### config.mk
export PLATFORM = sky130hd
export DESIGN_NAME = quad_dac_frontend
export DESIGN_NICKNAME = d
export VERILOG_FILES = /design/src/rtl/qdac_pkg.sv /design/src/rtl/qdac_input_bank.sv /design/src/rtl/qdac_output_bank.sv /design/src/rtl/qdac_wr_monitor.sv /design/src/rtl/qdac_ld_monitor.sv /design/src/rtl/quad_dac_frontend.sv
export SDC_FILE = /design/constraint.sdc
export NUM_CORES = 1
export LEC_CHECK = 0
export ABC_AREA = 1
export BUFFER_PORTS_ARGS = -buffer_cell sky130_fd_sc_hd__buf_2
export CORE_AREA = 2 2 94 96
export CTS_CLUSTER_DIAMETER = 120
export CTS_CLUSTER_SIZE = 25
export DETAILED_ROUTE_END_ITERATION = 16
export DIE_AREA = 0 0 96 98
export PLACE_DENSITY = 0.67
export SLEW_MARGIN = 25
export SYNTH_ARGS = -nofsm -noshare
export SYNTH_HDL_FRONTEND = slang
export SYNTH_SLANG_ARGS = --single-unit
### constraint.sdc
create_clock -name clk -period 1.2 [get_ports clk]
set_input_delay 0.06 -clock clk [delete_from_list [all_inputs] [get_ports clk]]
set_output_delay 0.06 -clock clk [all_outputs]
set_load 0.02 [all_outputs]
### src/rtl/qdac_pkg.sv
package qdac_pkg;

    typedef enum logic [1:0] {
        WS_IDLE   = 2'd0,
        WS_STROBE = 2'd1,
        WS_AFTER  = 2'd2
    } wr_state_t;

    typedef enum logic [1:0] {
        LS_ARM  = 2'd0,
        LS_HIGH = 2'd1,
        LS_LOW  = 2'd2
    } ld_state_t;

    function automatic int unsigned ns_to_cycles(input int unsigned t_ns, input int unsigned clk_ns);
        int unsigned c;
        c = (t_ns + clk_ns - 1) / clk_ns;
        return (c == 0) ? 1 : c;
    endfunction

endpackage

### src/rtl/qdac_input_bank.sv
module qdac_input_bank #(
    parameter int DW = 8,
    parameter int AW = 2,
    localparam int NCH = 1 << AW
) (
    input  logic              clk,
    input  logic              rst_n,
    input  logic              wr_n,
    input  logic [AW-1:0]     sel,
    input  logic [DW-1:0]     din,
    output logic [NCH*DW-1:0] lat_flat
);

    logic [DW-1:0] lat_q [NCH];

    for (genvar ch = 0; ch < NCH; ch++) begin : g_lat
        logic hit;
        assign hit = !wr_n && (sel == AW'(ch));

        always_ff @(posedge clk or negedge rst_n) begin
            if (!rst_n) begin
                lat_q[ch] <= '0;
            end else if (hit) begin
                lat_q[ch] <= din;
            end
        end

        assign lat_flat[ch*DW +: DW] = lat_q[ch];
    end

endmodule

### src/rtl/qdac_output_bank.sv
module qdac_output_bank #(
    parameter int DW  = 8,
    parameter int NCH = 4
) (
    input  logic              clk,
    input  logic              rst_n,
    input  logic              load,
    input  logic [NCH*DW-1:0] lat_flat,
    output logic [NCH*DW-1:0] code_flat
);

    logic [DW-1:0] out_q [NCH];

    for (genvar ch = 0; ch < NCH; ch++) begin : g_out
        always_ff @(posedge clk or negedge rst_n) begin
            if (!rst_n) begin
                out_q[ch] <= '0;
            end else if (!load) begin
                out_q[ch] <= lat_flat[ch*DW +: DW];
            end
        end

        assign code_flat[ch*DW +: DW] = out_q[ch];
    end

endmodule

### src/rtl/qdac_wr_monitor.sv
module qdac_wr_monitor
    import qdac_pkg::*;
#(
    parameter int DW     = 8,
    parameter int AW     = 2,
    parameter int SU_CYC = 5,
    parameter int WR_CYC = 5,
    parameter int HA_CYC = 1,
    localparam int MAXC  = (SU_CYC > WR_CYC) ? ((SU_CYC > HA_CYC) ? SU_CYC : HA_CYC)
                                             : ((WR_CYC > HA_CYC) ? WR_CYC : HA_CYC),
    localparam int CW    = $clog2(MAXC + 2)
) (
    input  logic          clk,
    input  logic          rst_n,
    input  logic          wr_n,
    input  logic [AW-1:0] sel,
    input  logic [DW-1:0] din,
    output logic          setup_err,
    output logic          hold_err,
    output logic          width_err
);

    wr_state_t st_q, st_nx;

    logic [CW-1:0] low_cnt_q;
    logic [CW-1:0] stab_cnt_q;
    logic [CW-1:0] aft_cnt_q;
    logic [AW-1:0] addr_q;
    logic [DW-1:0] data_q;

    function automatic logic [CW-1:0] sat_inc(input logic [CW-1:0] v);
        return (v == {CW{1'b1}}) ? v : v + 1'b1;
    endfunction

    // state register
    always_ff @(posedge clk or negedge rst_n) begin
        if (!rst_n) begin
            st_q <= WS_IDLE;
        end else begin
            st_q <= st_nx;
        end
    end

    // next state
    always_comb begin
        st_nx = st_q;
        unique case (st_q)
            WS_IDLE: begin
                if (!wr_n) st_nx = WS_STROBE;
            end
            WS_STROBE: begin
                if (wr_n) st_nx = (HA_CYC > 1) ? WS_AFTER : WS_IDLE;
            end
            WS_AFTER: begin
                if (!wr_n) begin
                    st_nx = WS_STROBE;
                end else if (aft_cnt_q >= CW'(HA_CYC - 1)) begin
                    st_nx = WS_IDLE;
                end
            end
            default: st_nx = WS_IDLE;
        endcase
    end

    // measurement counters
    always_ff @(posedge clk or negedge rst_n) begin
        if (!rst_n) begin
            low_cnt_q  <= '0;
            stab_cnt_q <= '0;
            aft_cnt_q  <= '0;
            addr_q     <= '0;
            data_q     <= '0;
        end else begin
            unique case (st_q)
                WS_IDLE, WS_AFTER: begin
                    if (!wr_n) begin
                        low_cnt_q  <= CW'(1);
                        stab_cnt_q <= CW'(1);
                        addr_q     <= sel;
                        data_q     <= din;
                    end else begin
                        aft_cnt_q <= sat_inc(aft_cnt_q);
                    end
                end
                WS_STROBE: begin
                    if (!wr_n) begin
                        low_cnt_q  <= sat_inc(low_cnt_q);
                        stab_cnt_q <= (din == data_q) ? sat_inc(stab_cnt_q) : CW'(1);
                        addr_q     <= sel;
                        data_q     <= din;
                    end else begin
                        aft_cnt_q <= CW'(1);
                    end
                end
                default: begin
                    low_cnt_q <= '0;
                end
            endcase
        end
    end

    // outputs
    always_comb begin
        setup_err = 1'b0;
        hold_err  = 1'b0;
        width_err = 1'b0;
        unique case (st_q)
            WS_IDLE: begin
                setup_err = 1'b0;
            end
            WS_STROBE: begin
                hold_err = (sel != addr_q);
                if (wr_n) begin
                    setup_err = (stab_cnt_q < CW'(SU_CYC));
                    width_err = (low_cnt_q  < CW'(WR_CYC));
                end
            end
            WS_AFTER: begin
                hold_err = wr_n && (sel != addr_q);
            end
            default: begin
                hold_err = 1'b0;
            end
        endcase
    end

endmodule

### src/rtl/qdac_ld_monitor.sv
module qdac_ld_monitor
    import qdac_pkg::*;
#(
    parameter int LD_CYC = 5,
    localparam int CW    = $clog2(LD_CYC + 2)
) (
    input  logic clk,
    input  logic rst_n,
    input  logic load,
    output logic width_err
);

    ld_state_t st_q, st_nx;
    logic [CW-1:0] low_cnt_q;

    // state register
    always_ff @(posedge clk or negedge rst_n) begin
        if (!rst_n) begin
            st_q <= LS_ARM;
        end else begin
            st_q <= st_nx;
        end
    end

    // next state
    always_comb begin
        st_nx = st_q;
        unique case (st_q)
            LS_ARM:  if (load)  st_nx = LS_HIGH;
            LS_HIGH: if (!load) st_nx = LS_LOW;
            LS_LOW:  if (load)  st_nx = LS_HIGH;
            default: st_nx = LS_ARM;
        endcase
    end

    // low pulse length
    always_ff @(posedge clk or negedge rst_n) begin
        if (!rst_n) begin
            low_cnt_q <= '0;
        end else if (st_q == LS_HIGH && !load) begin
            low_cnt_q <= CW'(1);
        end else if (st_q == LS_LOW && !load && low_cnt_q != {CW{1'b1}}) begin
            low_cnt_q <= low_cnt_q + 1'b1;
        end
    end

    // outputs
    always_comb begin
        width_err = 1'b0;
        unique case (st_q)
            LS_ARM:  width_err = 1'b0;
            LS_HIGH: width_err = 1'b0;
            LS_LOW:  width_err = load && (low_cnt_q < CW'(LD_CYC));
            default: width_err = 1'b0;
        endcase
    end

endmodule

### src/rtl/quad_dac_frontend.sv
module quad_dac_frontend
    import qdac_pkg::*;
#(
    parameter int DW       = 8,
    parameter int AW       = 2,
    parameter int CLK_NS   = 10,
    parameter int T_DSU_NS = 45,
    parameter int T_WRW_NS = 50,
    parameter int T_LDW_NS = 50,
    parameter int T_AH_NS  = 10,
    localparam int NCH     = 1 << AW,
    localparam int SU_CYC  = int'(ns_to_cycles(T_DSU_NS, CLK_NS)),
    localparam int WR_CYC  = int'(ns_to_cycles(T_WRW_NS, CLK_NS)),
    localparam int LD_CYC  = int'(ns_to_cycles(T_LDW_NS, CLK_NS)),
    localparam int HA_CYC  = int'(ns_to_cycles(T_AH_NS, CLK_NS))
) (
    input  logic              clk,
    input  logic              rst_n,
    input  logic [DW-1:0]     bus_data,
    input  logic [AW-1:0]     chan_sel,
    input  logic              wr_n,
    input  logic              load,
    output logic [NCH*DW-1:0] code_out,
    output logic              flag_setup,
    output logic              flag_hold,
    output logic              flag_width
);

    logic [NCH*DW-1:0] lat_flat;
    logic wr_setup_err, wr_hold_err, wr_width_err, ld_width_err;

    qdac_input_bank #(.DW(DW), .AW(AW)) u_in (
        .clk      (clk),
        .rst_n    (rst_n),
        .wr_n     (wr_n),
        .sel      (chan_sel),
        .din      (bus_data),
        .lat_flat (lat_flat)
    );

    qdac_output_bank #(.DW(DW), .NCH(NCH)) u_out (
        .clk       (clk),
        .rst_n     (rst_n),
        .load      (load),
        .lat_flat  (lat_flat),
        .code_flat (code_out)
    );

    qdac_wr_monitor #(
        .DW(DW), .AW(AW), .SU_CYC(SU_CYC), .WR_CYC(WR_CYC), .HA_CYC(HA_CYC)
    ) u_wmon (
        .clk       (clk),
        .rst_n     (rst_n),
        .wr_n      (wr_n),
        .sel       (chan_sel),
        .din       (bus_data),
        .setup_err (wr_setup_err),
        .hold_err  (wr_hold_err),
        .width_err (wr_width_err)
    );

    qdac_ld_monitor #(.LD_CYC(LD_CYC)) u_lmon (
        .clk       (clk),
        .rst_n     (rst_n),
        .load      (load),
        .width_err (ld_width_err)
    );

    always_ff @(posedge clk or negedge rst_n) begin
        if (!rst_n) begin
            flag_setup <= 1'b0;
            flag_hold  <= 1'b0;
            flag_width <= 1'b0;
        end else begin
            flag_setup <= flag_setup | wr_setup_err;
            flag_hold  <= flag_hold  | wr_hold_err;
            flag_width <= flag_width | wr_width_err | ld_width_err;
        end
    end

endmodule

==> out/metrics.yaml <==
antenna_found_initial: 0
timing.clock.skew_ps: 9.56
synth_seq_area_share_pct: 59.8
total_power_uw: 7630
synth_seq_cells: 89
switching_share_pct: 32.0
met1_length_um: 3350
p_comb_share_pct: 25.4
clock_path_buffers: 2
r2r_slack_ps: -60
ys_async_sr_fraction_pct: 100
critPathCaptureType: "flip-flop"
worstPathRequired_ps: 1440
coreArea_um2: 8470
r2r.worst_path.cells: 5
placed_cells: 582
fin_tns_setup_ps: -160
synth_area_um2: 3730
p_clk_share_pct: 24.6
fmax_mhz: 795
synth_area_leaders: "dfrtp_1 60%, nand2_1 19%, o21ai_0 5.9%"
internal_power_uw: 5180
synth_area_per_cell_um2: 8.83
fin_crit_ps: 1260
fin_cells: 604
r2r-end: "u_lmon.low_cnt_q[0]$_DFFE_PN0P_"
violations: "setup timing"
grt_max_degree: 55
hold_viol_final: 0
clkTransAtPathRegs_ps: 80
synthFlopType: "dfrtp_1"
drt_iter0_drc: 172
num_vias: 2839
irDropWorstVdd_mv: 0.711
synth_edf_count: 0
cts_made_buffers: 9
ys_warn_count: 0
numClockSinks: 89
drv_slew: 0
fin_ws_ps: -57.4
finalSetupViolations: 5
crit_path_max_fanout: 6
wl_met2_um: 3640
final_nets: 514
rows: 34
syn_inst: 422
worst_hold_path_type: "in -> async"
detail_route.first_pass.iterations: 4
rsz0062_at_grt: "true"
die_w_um: 96
grt_pass1_wl_um: 12800
vias_per_cell: 4.70
root_buffer: "clkbuf_8"
chipHeight_um: 98
die_area_um2: 9410
tightest_slew_ps: 436
globalRouteTotalUtil_pct: 17.6
synth.distinct_cells: 27
startpoint_type: "flip-flop"
yosysTopAreaCellShare_pct: 59.8
arrival_ps: 1500
cts_tree: "built"
dp_hpwl_um: 5250
ys_top_cells_by_count: "189 x nand2_1, 89 x dfrtp_1, 44 x o21ai_0"
r2r-start: "u_lmon.low_cnt_q[1]$_DFFE_PN0P_"
boundaryPins: 49
nFillCells: 781
switchingPower_uw: 2440
synth.largest_area_cell: "dfrtp_1"
area_delta_synth_final_pct: 21.4
synth_most_common_cell: "nand2_1"
drc: 0
insertion_delay_ps: 350
grt_overflow_total: 0
syn_nets: 444
top_layer: "met4"
start_util_pct: 44.0
drv_cap: 0
wl_met3_um: 399
powerDensity_nw_per_um2: 1690
gp_congestion: 0.752
max_slew_margin_pct: 70.9
diodes: 0
finalCritPeriodShare_pct: 105
ant_nets: 0
status: "complete, but fails checks"
leakage_uw: 0.00239
portBuffers: 48
first_global_vias: 2709
p_seq_share_pct: 50.0
drive_gt1_share_pct: 26.2
routed_wl_um: 7520
htree_levels: 3
wl_per_cell_um: 12.5
crit_type: "reg -> reg"
## placed cells by master (no fill, tap or decap)
master and instances:
nand2_2 13, o21ai_1 8, clkbuf_8 11, a21oi_1 2
buf_2 47, clkinvlp_4 2, clkbuf_1 1, a311o_1 1
o21ai_0 40, inv_2 10, o21a_1 1, ha_2 6
xnor2_1 1, nor2_2 5, buf_12 2, nand2_1 179
nor2_4 2, nor2_1 10, xor2_1 3, a31o_2 1
o21ai_4 1, nand3_1 4, buf_4 22, o21bai_1 1
ha_4 2, dlygate4sd3_1 2, inv_4 1, inv_1 24
inv_6 1, nand3_2 3, dfrtp_1 89, nand3_4 1
## layout make-up
| class | instances | area, um^2 | area share, % |
|---|---|---|---|
| multi-input cells | 284 | 1390 | 30.7 |
| clock inverters | 3 | 23.8 | 0.526 |
| well taps | 108 | 135 | 2.99 |
| clock buffers | 12 | 155 | 3.43 |
| inverters | 35 | 134 | 2.96 |
| repair buffers | 73 | 460 | 10.2 |
| flip-flops and latches | 89 | 2230 | 49.2 |
## layer usage
layer,vias up,global-route usage (%)
li1,1447,-
met1,1322,24.8
met2,59,27.1
met3,11,2.70
met4,0,7.25
met5,-,0
## how the worst max path moves through the flow
stage / startpoint / to / slack, ps / cells past startpoint
after floorplan: u_wmon.st_q[0]$_DFFE_PN0P_ / u_wmon.low_cnt_q[0]$_DFFE_PN0P_ / 5 / 8
after global placement: u_wmon.stab_cnt_q[0]$_DFFE_PN0P_ / u_wmon.stab_cnt_q[2]$_DFFE_PN0P_ / -7 / 8
after detailed placement: u_wmon.st_q[0]$_DFFE_PN0P_ / u_wmon.low_cnt_q[1]$_DFFE_PN0P_ / -40 / 7
after CTS: u_lmon.low_cnt_q[0]$_DFFE_PN0P_ / u_lmon.low_cnt_q[0]$_DFFE_PN0P_ / -50 / 5
after global routing: u_wmon.data_q[4]$_DFFE_PN0N_ / u_wmon.stab_cnt_q[2]$_DFFE_PN0P_ / -160 / 10
final: u_lmon.low_cnt_q[1]$_DFFE_PN0P_ / u_lmon.low_cnt_q[0]$_DFFE_PN0P_ / -60 / 5
## stage by stage
stage	setup WS [ps]	hold WS (ps)	utilization [%]	area, um^2
floorplan	5.06	-236	-	3750
global placement	-6.62	-135	49.7	4200
detailed placement	-42.2	-135	49.7	4200
CTS	-52.1	23.2	52.5	4440
global route	-159	39.9	53.4	4520
finish	-57.4	36.8	53.4	4520
## power by group through the flow
stage,Combinational (uW),Sequential [uW],Clock [uW]
floorplan,873,4020,0
global placement,1650,3820,0
detailed placement,1720,3850,0
CTS,1810,3810,1930
global route,2200,3880,2070
finish,1940,3810,1880
## cells by family (layout without fill, tap and decap cells)
group	count (synthesis)	in the layout	share of synthesized area, %
simple gates	217	217	23.1
compound gates	55	55	7.86
xor+xnor	4	4	0.940
buf+inv	49	123	5.67
fa+ha+maj	8	8	2.69
flops	89	89	59.8
## registers in the layout, indices dropped and copies added, names as in the netlist
register and count:
u_in.lat_flat 32, u_out.code_flat 32, u_wmon.data_q 8, u_lmon.low_cnt_q 3
u_wmon.low_cnt_q 3, u_wmon.stab_cnt_q 3, u_lmon.st_q 2, u_wmon.addr_q 2
flag_hold 1, flag_setup 1, flag_width 1, u_wmon.st_q 1
## repair_timing
item                       in CTS  in global routing
hold endpoints to repair       91                  0
setup buffers                   2                  3
setup endpoints to repair       7                  9
gates resized for setup         6                 25
pin swaps                       9                 19
hold buffers                    2                  0
## worst max-delay path, stage by stage (launching register included)
cell	delay, ps
dfrtp_1	400
ha_2	210
ha_4	160
o21ai_4	190
nand3_2	90
o21a_1	110
Power figures use the tool's default switching activity.
